### src/rtl/ckp_pkg.sv
package ckp_pkg;
  // Field positions decoded by the clocking logic and by software
  localparam int SMP_LSB  = 0;
  localparam int WAKE_BIT = 11;
  localparam int DRV_LSB  = 16;
  localparam int DIV_LSB  = 24;
  // Command-word bit that selects the hold register
  localparam int HOLD_BIT = 29;
endpackage

### src/rtl/ckp_phase_fields.sv
module ckp_phase_fields #(
  parameter int PH_W  = 3,
  parameter int REG_W = 32
) (
  input  logic             clk,
  input  logic             rst_n,
  input  logic             bus_we,
  input  logic [REG_W-1:0] bus_wdata,
  input  logic             smp_we,
  input  logic [PH_W-1:0]  smp_wval,
  input  logic             smp_step,
  output logic [PH_W-1:0]  smp,
  output logic [PH_W-1:0]  drv,
  output logic [PH_W-1:0]  div
);
  import ckp_pkg::*;

  logic [PH_W-1:0] smp_nx;

  // Sample field sources, highest priority first: bus, direct write, step
  always_comb begin
    if (bus_we)        smp_nx = bus_wdata[SMP_LSB +: PH_W];
    else if (smp_we)   smp_nx = smp_wval;
    else if (smp_step) smp_nx = smp + 1'b1;
    else               smp_nx = smp;
  end

  always_ff @(posedge clk or negedge rst_n) begin
    if (!rst_n) begin
      smp <= '0;
      drv <= '0;
      div <= '0;
    end else begin
      smp <= smp_nx;
      if (bus_we) begin
        drv <= bus_wdata[DRV_LSB +: PH_W];
        div <= bus_wdata[DIV_LSB +: PH_W];
      end
    end
  end

  // a lone step advances the sample field modulo its width
  a_r8_step_wrap: assert property (@(posedge clk) disable iff (!rst_n)
    (smp_step && !bus_we && !smp_we) |=> smp == (PH_W)'($past(smp) + 1'b1));
  // a direct sample write keeps the drive field and the divider
  a_r7_smp_keeps: assert property (@(posedge clk) disable iff (!rst_n)
    (smp_we && !bus_we) |=> (drv == $past(drv)) && (div == $past(div)));
  // the bus write wins the sample field
  a_r9_bus_wins: assert property (@(posedge clk) disable iff (!rst_n)
    bus_we |=> smp == $past(bus_wdata[SMP_LSB +: PH_W]));
  // the drive field and the divider change only on a bus write
  a_r2_hold_fields: assert property (@(posedge clk) disable iff (!rst_n)
    !bus_we |=> $stable(drv) && $stable(div));
endmodule

### src/rtl/ckp_wake_flag.sv
module ckp_wake_flag (
  input  logic clk,
  input  logic rst_n,
  input  logic wake_evt,
  input  logic clr_req,
  input  logic irq_en,
  output logic flag,
  output logic irq
);
  // A wake event outranks a clear in the same cycle
  always_ff @(posedge clk or negedge rst_n) begin
    if (!rst_n)        flag <= 1'b0;
    else if (wake_evt) flag <= 1'b1;
    else if (clr_req)  flag <= 1'b0;
  end

  assign irq = flag & irq_en;

  // a wake event always leaves the flag set
  a_r5_set_wins: assert property (@(posedge clk) disable iff (!rst_n)
    wake_evt |=> flag);
  // without a clear request the flag is sticky
  a_r4_sticky: assert property (@(posedge clk) disable iff (!rst_n)
    (flag && !clr_req) |=> flag);
  // the flag rises only after a wake event
  a_r4_rise_cause: assert property (@(posedge clk) disable iff (!rst_n)
    $rose(flag) |-> $past(wake_evt));
endmodule

### src/rtl/ckp_cmd_hold.sv
module ckp_cmd_hold #(
  parameter int PH_W  = 3,
  parameter int CMD_W = 32
) (
  input  logic             clk,
  input  logic             rst_n,
  input  logic [PH_W-1:0]  drv,
  output logic             hold_en,
  input  logic             in_valid,
  output logic             in_ready,
  input  logic [CMD_W-1:0] in_data,
  output logic             out_valid,
  input  logic             out_ready,
  output logic [CMD_W-1:0] out_data
);
  import ckp_pkg::*;

  assign hold_en   = |drv;
  assign out_valid = in_valid;
  assign in_ready  = out_ready;

  always_comb begin
    out_data           = in_data;
    out_data[HOLD_BIT] = hold_en;
  end

  // the other bits of a command word pass unchanged
  a_r10_other_bits: assert property (@(posedge clk) disable iff (!rst_n)
    ((out_data ^ in_data) & ~(CMD_W'(1) << HOLD_BIT)) == '0);
  // a zero drive field means the hold bit is clear
  a_r10_bypass: assert property (@(posedge clk) disable iff (!rst_n)
    (drv == '0) |-> !out_data[HOLD_BIT]);
endmodule

### src/rtl/card_clk_phase_reg.sv
module card_clk_phase_reg #(
  parameter int PH_W  = 3,
  parameter int REG_W = 32,
  parameter int CMD_W = 32
) (
  input  logic             clk,
  input  logic             rst_n,
  input  logic             bus_we,
  input  logic [REG_W-1:0] bus_wdata,
  output logic [REG_W-1:0] bus_rdata,
  input  logic             smp_we,
  input  logic [PH_W-1:0]  smp_wval,
  input  logic             smp_step,
  input  logic             wake_evt,
  input  logic             wake_irq_en,
  output logic             wake_irq,
  output logic [PH_W-1:0]  smp_phase,
  output logic [PH_W-1:0]  drv_phase,
  output logic [PH_W-1:0]  clk_div,
  output logic             hold_en,
  input  logic             cmd_in_valid,
  output logic             cmd_in_ready,
  input  logic [CMD_W-1:0] cmd_in_data,
  output logic             cmd_out_valid,
  input  logic             cmd_out_ready,
  output logic [CMD_W-1:0] cmd_out_data
);
  import ckp_pkg::*;

  logic wake_flag;

  ckp_phase_fields #(.PH_W(PH_W), .REG_W(REG_W)) u_fields (
    .clk(clk), .rst_n(rst_n),
    .bus_we(bus_we), .bus_wdata(bus_wdata),
    .smp_we(smp_we), .smp_wval(smp_wval), .smp_step(smp_step),
    .smp(smp_phase), .drv(drv_phase), .div(clk_div)
  );

  ckp_wake_flag u_wake (
    .clk(clk), .rst_n(rst_n),
    .wake_evt(wake_evt),
    .clr_req(bus_we & bus_wdata[WAKE_BIT]),
    .irq_en(wake_irq_en),
    .flag(wake_flag), .irq(wake_irq)
  );

  ckp_cmd_hold #(.PH_W(PH_W), .CMD_W(CMD_W)) u_cmd (
    .clk(clk), .rst_n(rst_n),
    .drv(drv_phase), .hold_en(hold_en),
    .in_valid(cmd_in_valid), .in_ready(cmd_in_ready), .in_data(cmd_in_data),
    .out_valid(cmd_out_valid), .out_ready(cmd_out_ready), .out_data(cmd_out_data)
  );

  // Read image: defined fields at their positions, every other bit zero
  always_comb begin
    bus_rdata                    = '0;
    bus_rdata[SMP_LSB +: PH_W]   = smp_phase;
    bus_rdata[DRV_LSB +: PH_W]   = drv_phase;
    bus_rdata[DIV_LSB +: PH_W]   = clk_div;
    bus_rdata[WAKE_BIT]          = wake_flag;
  end

  // the interrupt never fires without its enable
  a_r6_irq_gate: assert property (@(posedge clk) disable iff (!rst_n)
    wake_irq |-> wake_irq_en);
  // valid and ready pass straight through
  a_r11_stream: assert property (@(posedge clk) disable iff (!rst_n)
    (cmd_out_valid == cmd_in_valid) && (cmd_in_ready == cmd_out_ready));
endmodule

### config.mk
export PLATFORM = sky130hd
export DESIGN_NAME = card_clk_phase_reg
export DESIGN_NICKNAME = d
export VERILOG_FILES = /design/src/rtl/ckp_pkg.sv /design/src/rtl/ckp_phase_fields.sv /design/src/rtl/ckp_wake_flag.sv /design/src/rtl/ckp_cmd_hold.sv /design/src/rtl/card_clk_phase_reg.sv
export SDC_FILE = /design/constraint.sdc
export NUM_CORES = 1
export LEC_CHECK = 0
export BUFFER_PORTS_ARGS = -buffer_cell sky130_fd_sc_hd__buf_2
export CORE_UTILIZATION = 28
export DETAILED_ROUTE_END_ITERATION = 8
export GPL_TIMING_DRIVEN = 0
export PLACE_DENSITY = 0.8
export SYNTH_ARGS = -nofsm -noshare
export SYNTH_HDL_FRONTEND = slang
export SYNTH_SLANG_ARGS = --single-unit
### constraint.sdc
create_clock -name clk -period 1.5 [get_ports clk]
set_clock_uncertainty 0.05 [all_clocks]
set_input_delay 0.45 -clock clk [delete_from_list [all_inputs] [get_ports clk]]
set_output_delay 0.45 -clock clk [all_outputs]
set_load 0.02 [all_outputs]
==> out/qor.log, run 1 <==
INFO  power_and_ir_drop total_power=1.06mW
INFO  worst_setup_path crit_path_max_incr_delay=0.40ns
INFO  worst_setup_path crit_cells=3
INFO  die            io-pin-count=153
INFO  synthesis      synth.distinct_cells=20
INFO  synthesis      cells_after_synthesis=103
INFO  grt            first_pass_grt_wire_length=2.79mm
INFO  detailed_routing antenna_left=0
INFO  cts            cts_max_path_buffers=2
INFO  worst_setup_path worst-endpoint-required=1.00ns
INFO  timing         drv_slew=0
INFO  min_path       hold_class=in2reg
INFO  run            max-cap-violations=0
INFO  timing         fmax_achieved=559MHz
INFO  synthesis      synthTopCellsByArea=buf_4 (52%), dfrtp_1 (26%), mux2_2 (7.0%)
INFO  detailed_routing routed_wl=2.02mm
INFO  worst_setup_path data_arrival_time_at_the_worst_slack_endpoint=1.29ns
INFO  worst_setup_path timing.critical_path.cells=or3_4 -> buf_6 -> buf_6
INFO  timing         finalWorstPathRequiredPeriod=1.79ns
INFO  synthesis      synth_compound_gate_area_share=4.05%
INFO  synthesis      yosys.area_share.simple=4.05%
INFO  detailed_routing met2RoutedLength=1.12mm
INFO  timing         timing.final.hold_violations=0
INFO  cts            cts.root.buffer_cell=clkbuf_4
INFO  cts            cts_inserted_buffers=3
INFO  detailed_routing remaining_drc_errors=0
INFO  detailed_routing wl_met1=607um
INFO  grt            grt_util_all_layers=10.4%
INFO  die            die-height=60.5um
INFO  synthesis      postSynthRegisterBits=10
INFO  timing         setup_total_negative_slack=-0.516ns
INFO  detailed_routing routed.top_layer=met4
INFO  synthesis      synth_xor_area_share=0.914%
INFO  timing         hold_ws=0.317ns
INFO  worst_setup_path worstSetupEndpointType=primary output
INFO  detailed_routing drt-pass1-iter-count=2
INFO  power_and_ir_drop ir_drop=0.368mV
INFO  cts            clock_tree_from_tritoncts=done
INFO  worst_setup_path cell_family_with_the_largest_share_of_critical_path_delay=flip-flops
INFO  die            initial_utilization=30.4%
INFO  timing         worst_slack=-0.289ns
INFO  run_status     outcome=complete, but fails checks
INFO  die            core-area=3150um2
INFO  detailed_routing vias=884
INFO  worst_setup_path biggest_fanout_along_the_worst_timing_path=2
INFO  cells_and_area final_net_count=281
INFO  place          portBuffers=74
INFO  cells_and_area drive_above_1_share=75.9%
INFO  synthesis      dominant_combinational_cell_family_by_area_after_synthesis=buffers and inverters
INFO  worst_setup_path rr_worst_depth=4
INFO  synthesis      ys.warnings.count=0
INFO  detailed_routing detail_route.wl_per_cell=8.19um
INFO  die            die_width=60.5um
INFO  cells_and_area layout.cells.non_filler=247
INFO  worst_setup_path crit_slowest_cell=dfrtp_2
INFO  cts            clk_pin_slew_worst_paths=0.06ns
INFO  cells_and_area antenna_cells_inserted=0
INFO  power_and_ir_drop power-per-cell-area=683nW/um2
INFO  synthesis      synth_top_area_cell=buf_4
INFO  worst_setup_path timing.critical_path.mode_cell=buf_6
INFO  synthesis      muxShareOfSynthArea=10.3%
INFO  die            fp-row-count=20
INFO  grt            first_global_vias=726
INFO  place          numPlacedInstances=242
INFO  cts            worstSkewPairLatency=0.26ns
INFO  timing         post-route-period-util=119%
INFO  place          routability_driven_placement_congestion_ratio=0.635
INFO  cts            clock_sinks=10
INFO  timing         grt_setup_unrepaired=yes
INFO  timing         setup_viol_count_final=3
INFO  synthesis      yosys.area_share.adder=1.31%
INFO  power_and_ir_drop total_leakage_power=0.932nW
INFO  grt            maximum_number_of_pins_on_one_net_before_global_route_repair=11
INFO  cts            h-tree-depth=1
INFO  detailed_routing routed-wl-met3=286um
INFO  cells_and_area syn2layout_area_growth=62.1%
INFO  worst_setup_path cp_num_buf_inv=2
INFO  grt            global_route.overflow_total=0
INFO  detailed_routing drt_first_iter_violations=38
INFO  run_status     violations=setup timing
INFO  detailed_routing vias_per_cell=3.58
INFO  min_path       timing.hold.worst_path_depth=2
INFO  synthesis      synth_sequential_area_ratio=26.1%
INFO  worst_setup_path criticalPathCategory=reg2out
INFO  synthesis      synth_top_area_share=51.7%
INFO  worst_setup_path worstSetupStartpointType=register
INFO  synthesis      mappedNetlistArea=958um2
INFO  grt            number_of_antenna_violations_at_the_first_check_in_global_routing=0
INFO  die            die-area=3660um2
INFO  synthesis      avgSynthCellArea=9.31um2
[report_power, final]
group / total, mW / switching, mW / leakage [nW] / internal (mW)
clock: 0.188 / 0.0852 / 0.0150 / 0.102
combinational: 0.554 / 0.281 / 0.803 / 0.273
sequential: 0.319 / 0.0221 / 0.114 / 0.297
total: 1.06 / 0.388 / 0.932 / 0.673
[routing by layer]
layer  track usage, %  vias up
met4             2.92        0
met1             9.45      377
met3             4.90        2
met5                0        -
met2             20.3       65
li1                 -      440
[final cells by class]
| class | instances | area [um2] |
|---|---|---|
| multi-input cells | 47 | 285 |
| fillers | 328 | 1600 |
| plain buffers | 63 | 484 |
| flip-flops and latches | 10 | 253 |
| clock buffers | 4 | 26.3 |
| repair buffers | 79 | 450 |
| well taps | 44 | 55.1 |
[path summary, 6_finish.rpt]
kind,start,endpoint,slack (ns)
max in group asynchronous,rst_n,u_fields.drv[1],0.66
max,u_fields.drv[0],cmd_out_data[29],-0.29
min in group asynchronous,rst_n,u_fields.drv[0],0.53
min reg2reg,u_fields.div[1],u_fields.div[1],0.49
max reg2reg,u_fields.smp[0],u_fields.smp[1],0.14
min,wake_evt,u_wake.flag,0.32
[synthesized netlist by cell type (all sizes together)]
library cell,instances
o21ai,2
nor2b,1
ha,1
nand2,4
conb,1
a21oi,1
and2,1
mux2i,2
mux2,7
or3,1
nand3,1
xor2,1
buf,67
dfrtp,10
a21o,2
o31ai,1
[metrics by stage]
stage / util, % / cell area [um2] / worst slack (ns)
after floorplan: - / 1050 / -0.0335
after global placement: 46.7 / 1470 / -0.0463
after detailed placement: 46.7 / 1470 / -0.0521
after CTS: 49.2 / 1550 / -0.295
after global routing: 49.3 / 1550 / -0.331
final: 49.3 / 1550 / -0.289
[kinds of logic (layout without fill, tap and decap cells)]
logic type	after synthesis	after routing
AO/OA/AOI/OAI	6	6
multiplexers	9	9
buffers and inverters	67	146
AND/OR/NAND/NOR	8	8
flip-flops	10	10
XOR/XNOR	1	1
adder cells (fa/ha/maj)	1	1
other	1	22
[sequential cells by signal (all words and copies together), names as in the netlist]
signal	count
u_fields.div	3
u_fields.drv	3
u_fields.smp	3
u_wake.flag	1
[cell usage in the layout, fill, tap and decap left out, drive strengths merged]
cell,n
a21o,2
a21oi,1
and2,1
buf,141
clkbuf,4
conb,22
dfrtp,10
dlygate4sd3,1
ha,1
mux2,7
mux2i,2
nand2,4
nand3,1
nor2b,1
o21ai,2
o31ai,1
or3,1
xor2,1
[repair_timing]
action / in CTS / in global routing
pin swaps: 1 / 1
gates resized for setup: 8 / 7
setup endpoints to repair: 2 / 8
hold endpoints to repair: 10 / 0
hold buffers: 1 / 0
buffers inserted: 2 / 2
Note: power is estimated with default switching activity, not from simulation.
==> run 2, diff against run 1 <==
==> constraint.sdc (replaced) <==
create_clock -name clk -period 1.5 [get_ports clk]
set_clock_uncertainty 0.05 [all_clocks]
set_input_delay 0.15 -clock clk [delete_from_list [all_inputs] [get_ports clk]]
set_output_delay 0.15 -clock clk [all_outputs]
set_load 0.02 [all_outputs]
==> out/qor.log, run 2 (synthesis results as in run 1) <==
INFO  die            die-area=3660um2
INFO  cells_and_area layout_common_cells=buf_2 (73), buf_4 (68), conb_1 (22)
INFO  cts            cts.root.buffer_cell=clkbuf_4
INFO  worst_setup_path worstSetupStartpointType=register
INFO  cts            h-tree-depth=1
INFO  place          portBuffers=74
INFO  cells_and_area syn2layout_area_growth=58.7%
INFO  cts            clock_tree_from_tritoncts=done
INFO  worst_setup_path crit_slowest_cell=or3_4
INFO  grt            number_of_antenna_violations_at_the_first_check_in_global_routing=0
INFO  detailed_routing antenna_left=0
INFO  cells_and_area nFillCells=333
INFO  worst_setup_path worst_r2r_startpoint=u_fields.smp[0]
INFO  timing         setup_viol_count_final=0
INFO  place          routability_driven_placement_congestion_ratio=0.629
INFO  power_and_ir_drop ir_drop=0.375mV
INFO  detailed_routing vias=879
INFO  worst_setup_path timing.critical_path.cells=or3_4 -> buf_2
INFO  min_path       hold_class=in2reg
INFO  detailed_routing routed-wl-met3=236um
INFO  worst_setup_path criticalPathCategory=reg2out
INFO  die            die-height=60.5um
INFO  die            io-pin-count=153
INFO  timing         drv_slew=0
INFO  timing         grt_setup_unrepaired=no
INFO  cells_and_area mostFrequentLayoutCell=buf_2
INFO  worst_setup_path timing.reg2reg.setup_slack=0.13ns
INFO  cts            clk_pin_slew_worst_paths=0.07ns
INFO  grt            grt_util_all_layers=10.2%
INFO  detailed_routing detail_route.wl_per_cell=8.10um
INFO  grt            first_global_vias=667
INFO  timing         fmax_achieved=724MHz
INFO  worst_setup_path critical_path.reg2reg.endpoint=u_fields.smp[1]
INFO  worst_setup_path worst-endpoint-required=1.30ns
INFO  power_and_ir_drop total_leakage_power=0.930nW
INFO  place          dp_hpwl=1.76mm
INFO  timing         setup_total_negative_slack=0ns
INFO  run_status     outcome=finished clean
INFO  cells_and_area area_of_the_multi_input_gates=285um2
INFO  grt            global_route.overflow_total=0
INFO  timing         worst_slack=0.119ns
INFO  worst_setup_path worst_setup_path_endpoint=hold_en
INFO  cells_and_area final_net_count=283
INFO  place          dp_slack=0.118ns
INFO  cts            cts_inserted_buffers=3
INFO  cells_and_area antenna_cells_inserted=0
INFO  detailed_routing routed_wl=2.01mm
INFO  worst_setup_path worstSetupEndpointType=primary output
INFO  detailed_routing vias_per_cell=3.54
INFO  cells_and_area drive_above_1_share=75.5%
INFO  detailed_routing wl_met1=675um
INFO  worst_setup_path crit_path_max_incr_delay=0.39ns
INFO  detailed_routing met2RoutedLength=1.09mm
INFO  run            max-cap-violations=0
INFO  die            core-area=3150um2
INFO  detailed_routing drt-pass1-iter-count=4
INFO  cells_and_area top_regs=u_fields.div x3, u_fields.drv x3, u_fields.smp x3
INFO  grt            first_pass_grt_wire_length=2.76mm
INFO  die            fp-row-count=20
INFO  die            die_width=60.5um
INFO  timing         post-route-period-util=92.0%
INFO  worst_setup_path rr_worst_depth=4
INFO  detailed_routing remaining_drc_errors=0
INFO  timing         timing.final.hold_violations=0
INFO  cells_and_area seq_area=250um2
INFO  min_path       hp-start=wake_evt
INFO  detailed_routing drt_first_iter_violations=18
INFO  detailed_routing routed.top_layer=met4
INFO  cts            worstSkewPairLatency=0.26ns
INFO  cts            clock_sinks=10
INFO  die            initial_utilization=30.4%
INFO  cts            cts_max_path_buffers=2
INFO  timing         finalWorstPathRequiredPeriod=1.38ns
INFO  worst_setup_path critical_path.startpoint=u_fields.drv[1]
INFO  worst_setup_path biggest_fanout_along_the_worst_timing_path=2
INFO  grt            maximum_number_of_pins_on_one_net_before_global_route_repair=11
INFO  power_and_ir_drop power-per-cell-area=681nW/um2
INFO  worst_setup_path data_arrival_time_at_the_worst_slack_endpoint=1.18ns
run 2: changes by cell type in the layout (fill, tap and decap cells not counted):
cell      previous run  this run
buf_6                9         2
buf_2               67        73
buf_4               65        68
dfrtp_1              8        10
dfrtp_2              2         0
clkbuf_1             1         0
run 2: how the worst min path moves through the flow:
stage                                 end  depth (start not counted)
after floorplan           u_fields.div[0]                          0
after global placement    u_fields.div[1]                          1
after detailed placement  u_fields.div[1]                          1
after CTS                     u_wake.flag                          2
after global routing          u_wake.flag                          2
final                         u_wake.flag                          2
run 2: metrics by stage:
step           power [mW]  hold WS, ns  utilization, %  cell area, um2  std cells
2_1_floorplan       0.712       -0.196               -            1040        124
3_3_place_gp        0.844      -0.0244            46.4            1460        242
3_5_place_dp        0.852      -0.0236            46.4            1460        242
4_1_cts              1.05      0.00233            48.1            1520        248
5_1_grt              1.10      0.00736            48.3            1520        248
6_report             1.04       0.0134            48.3            1520        248
run 2: where the power goes:
part	internal, mW	switching (mW)
Combinational	0.261	0.280
Clock	0.0922	0.0845
Sequential	0.296	0.0218
run 2: worst max-delay path: cells and delay by family, from the launching register on:
family / cells / cell delay, ns
buffers and inverters: 1 / 0.17
flip-flops: 1 / 0.37
AND/OR/NAND/NOR: 1 / 0.39
run 2: repair_timing:
| action | CTS | global route |
|---|---|---|
| setup endpoints to repair | 1 | 1 |
| hold buffers | 1 | 0 |
| pin swaps | 1 | 1 |
| endpoints found under the hold margin | 10 | 0 |
| resized for setup | 2 | 1 |
| setup buffers | 2 | 1 |
run 2: layout make-up:
type | instances | area share (%)
Buffer | 66 | 32.8
Clock buffer | 3 | 1.48
Multi-Input combinational cell | 47 | 18.8
Sequential cell | 10 | 16.4
Tap cell | 44 | 3.62
Timing Repair Buffer | 78 | 26.9
run 2: routing by layer:
metal | vias up | GRT usage [%]
met5 | - | 0
met4 | 0 | 4.87
met3 | 2 | 1.92
met2 | 62 | 19.2
met1 | 373 | 10.8
li1 | 442 | -
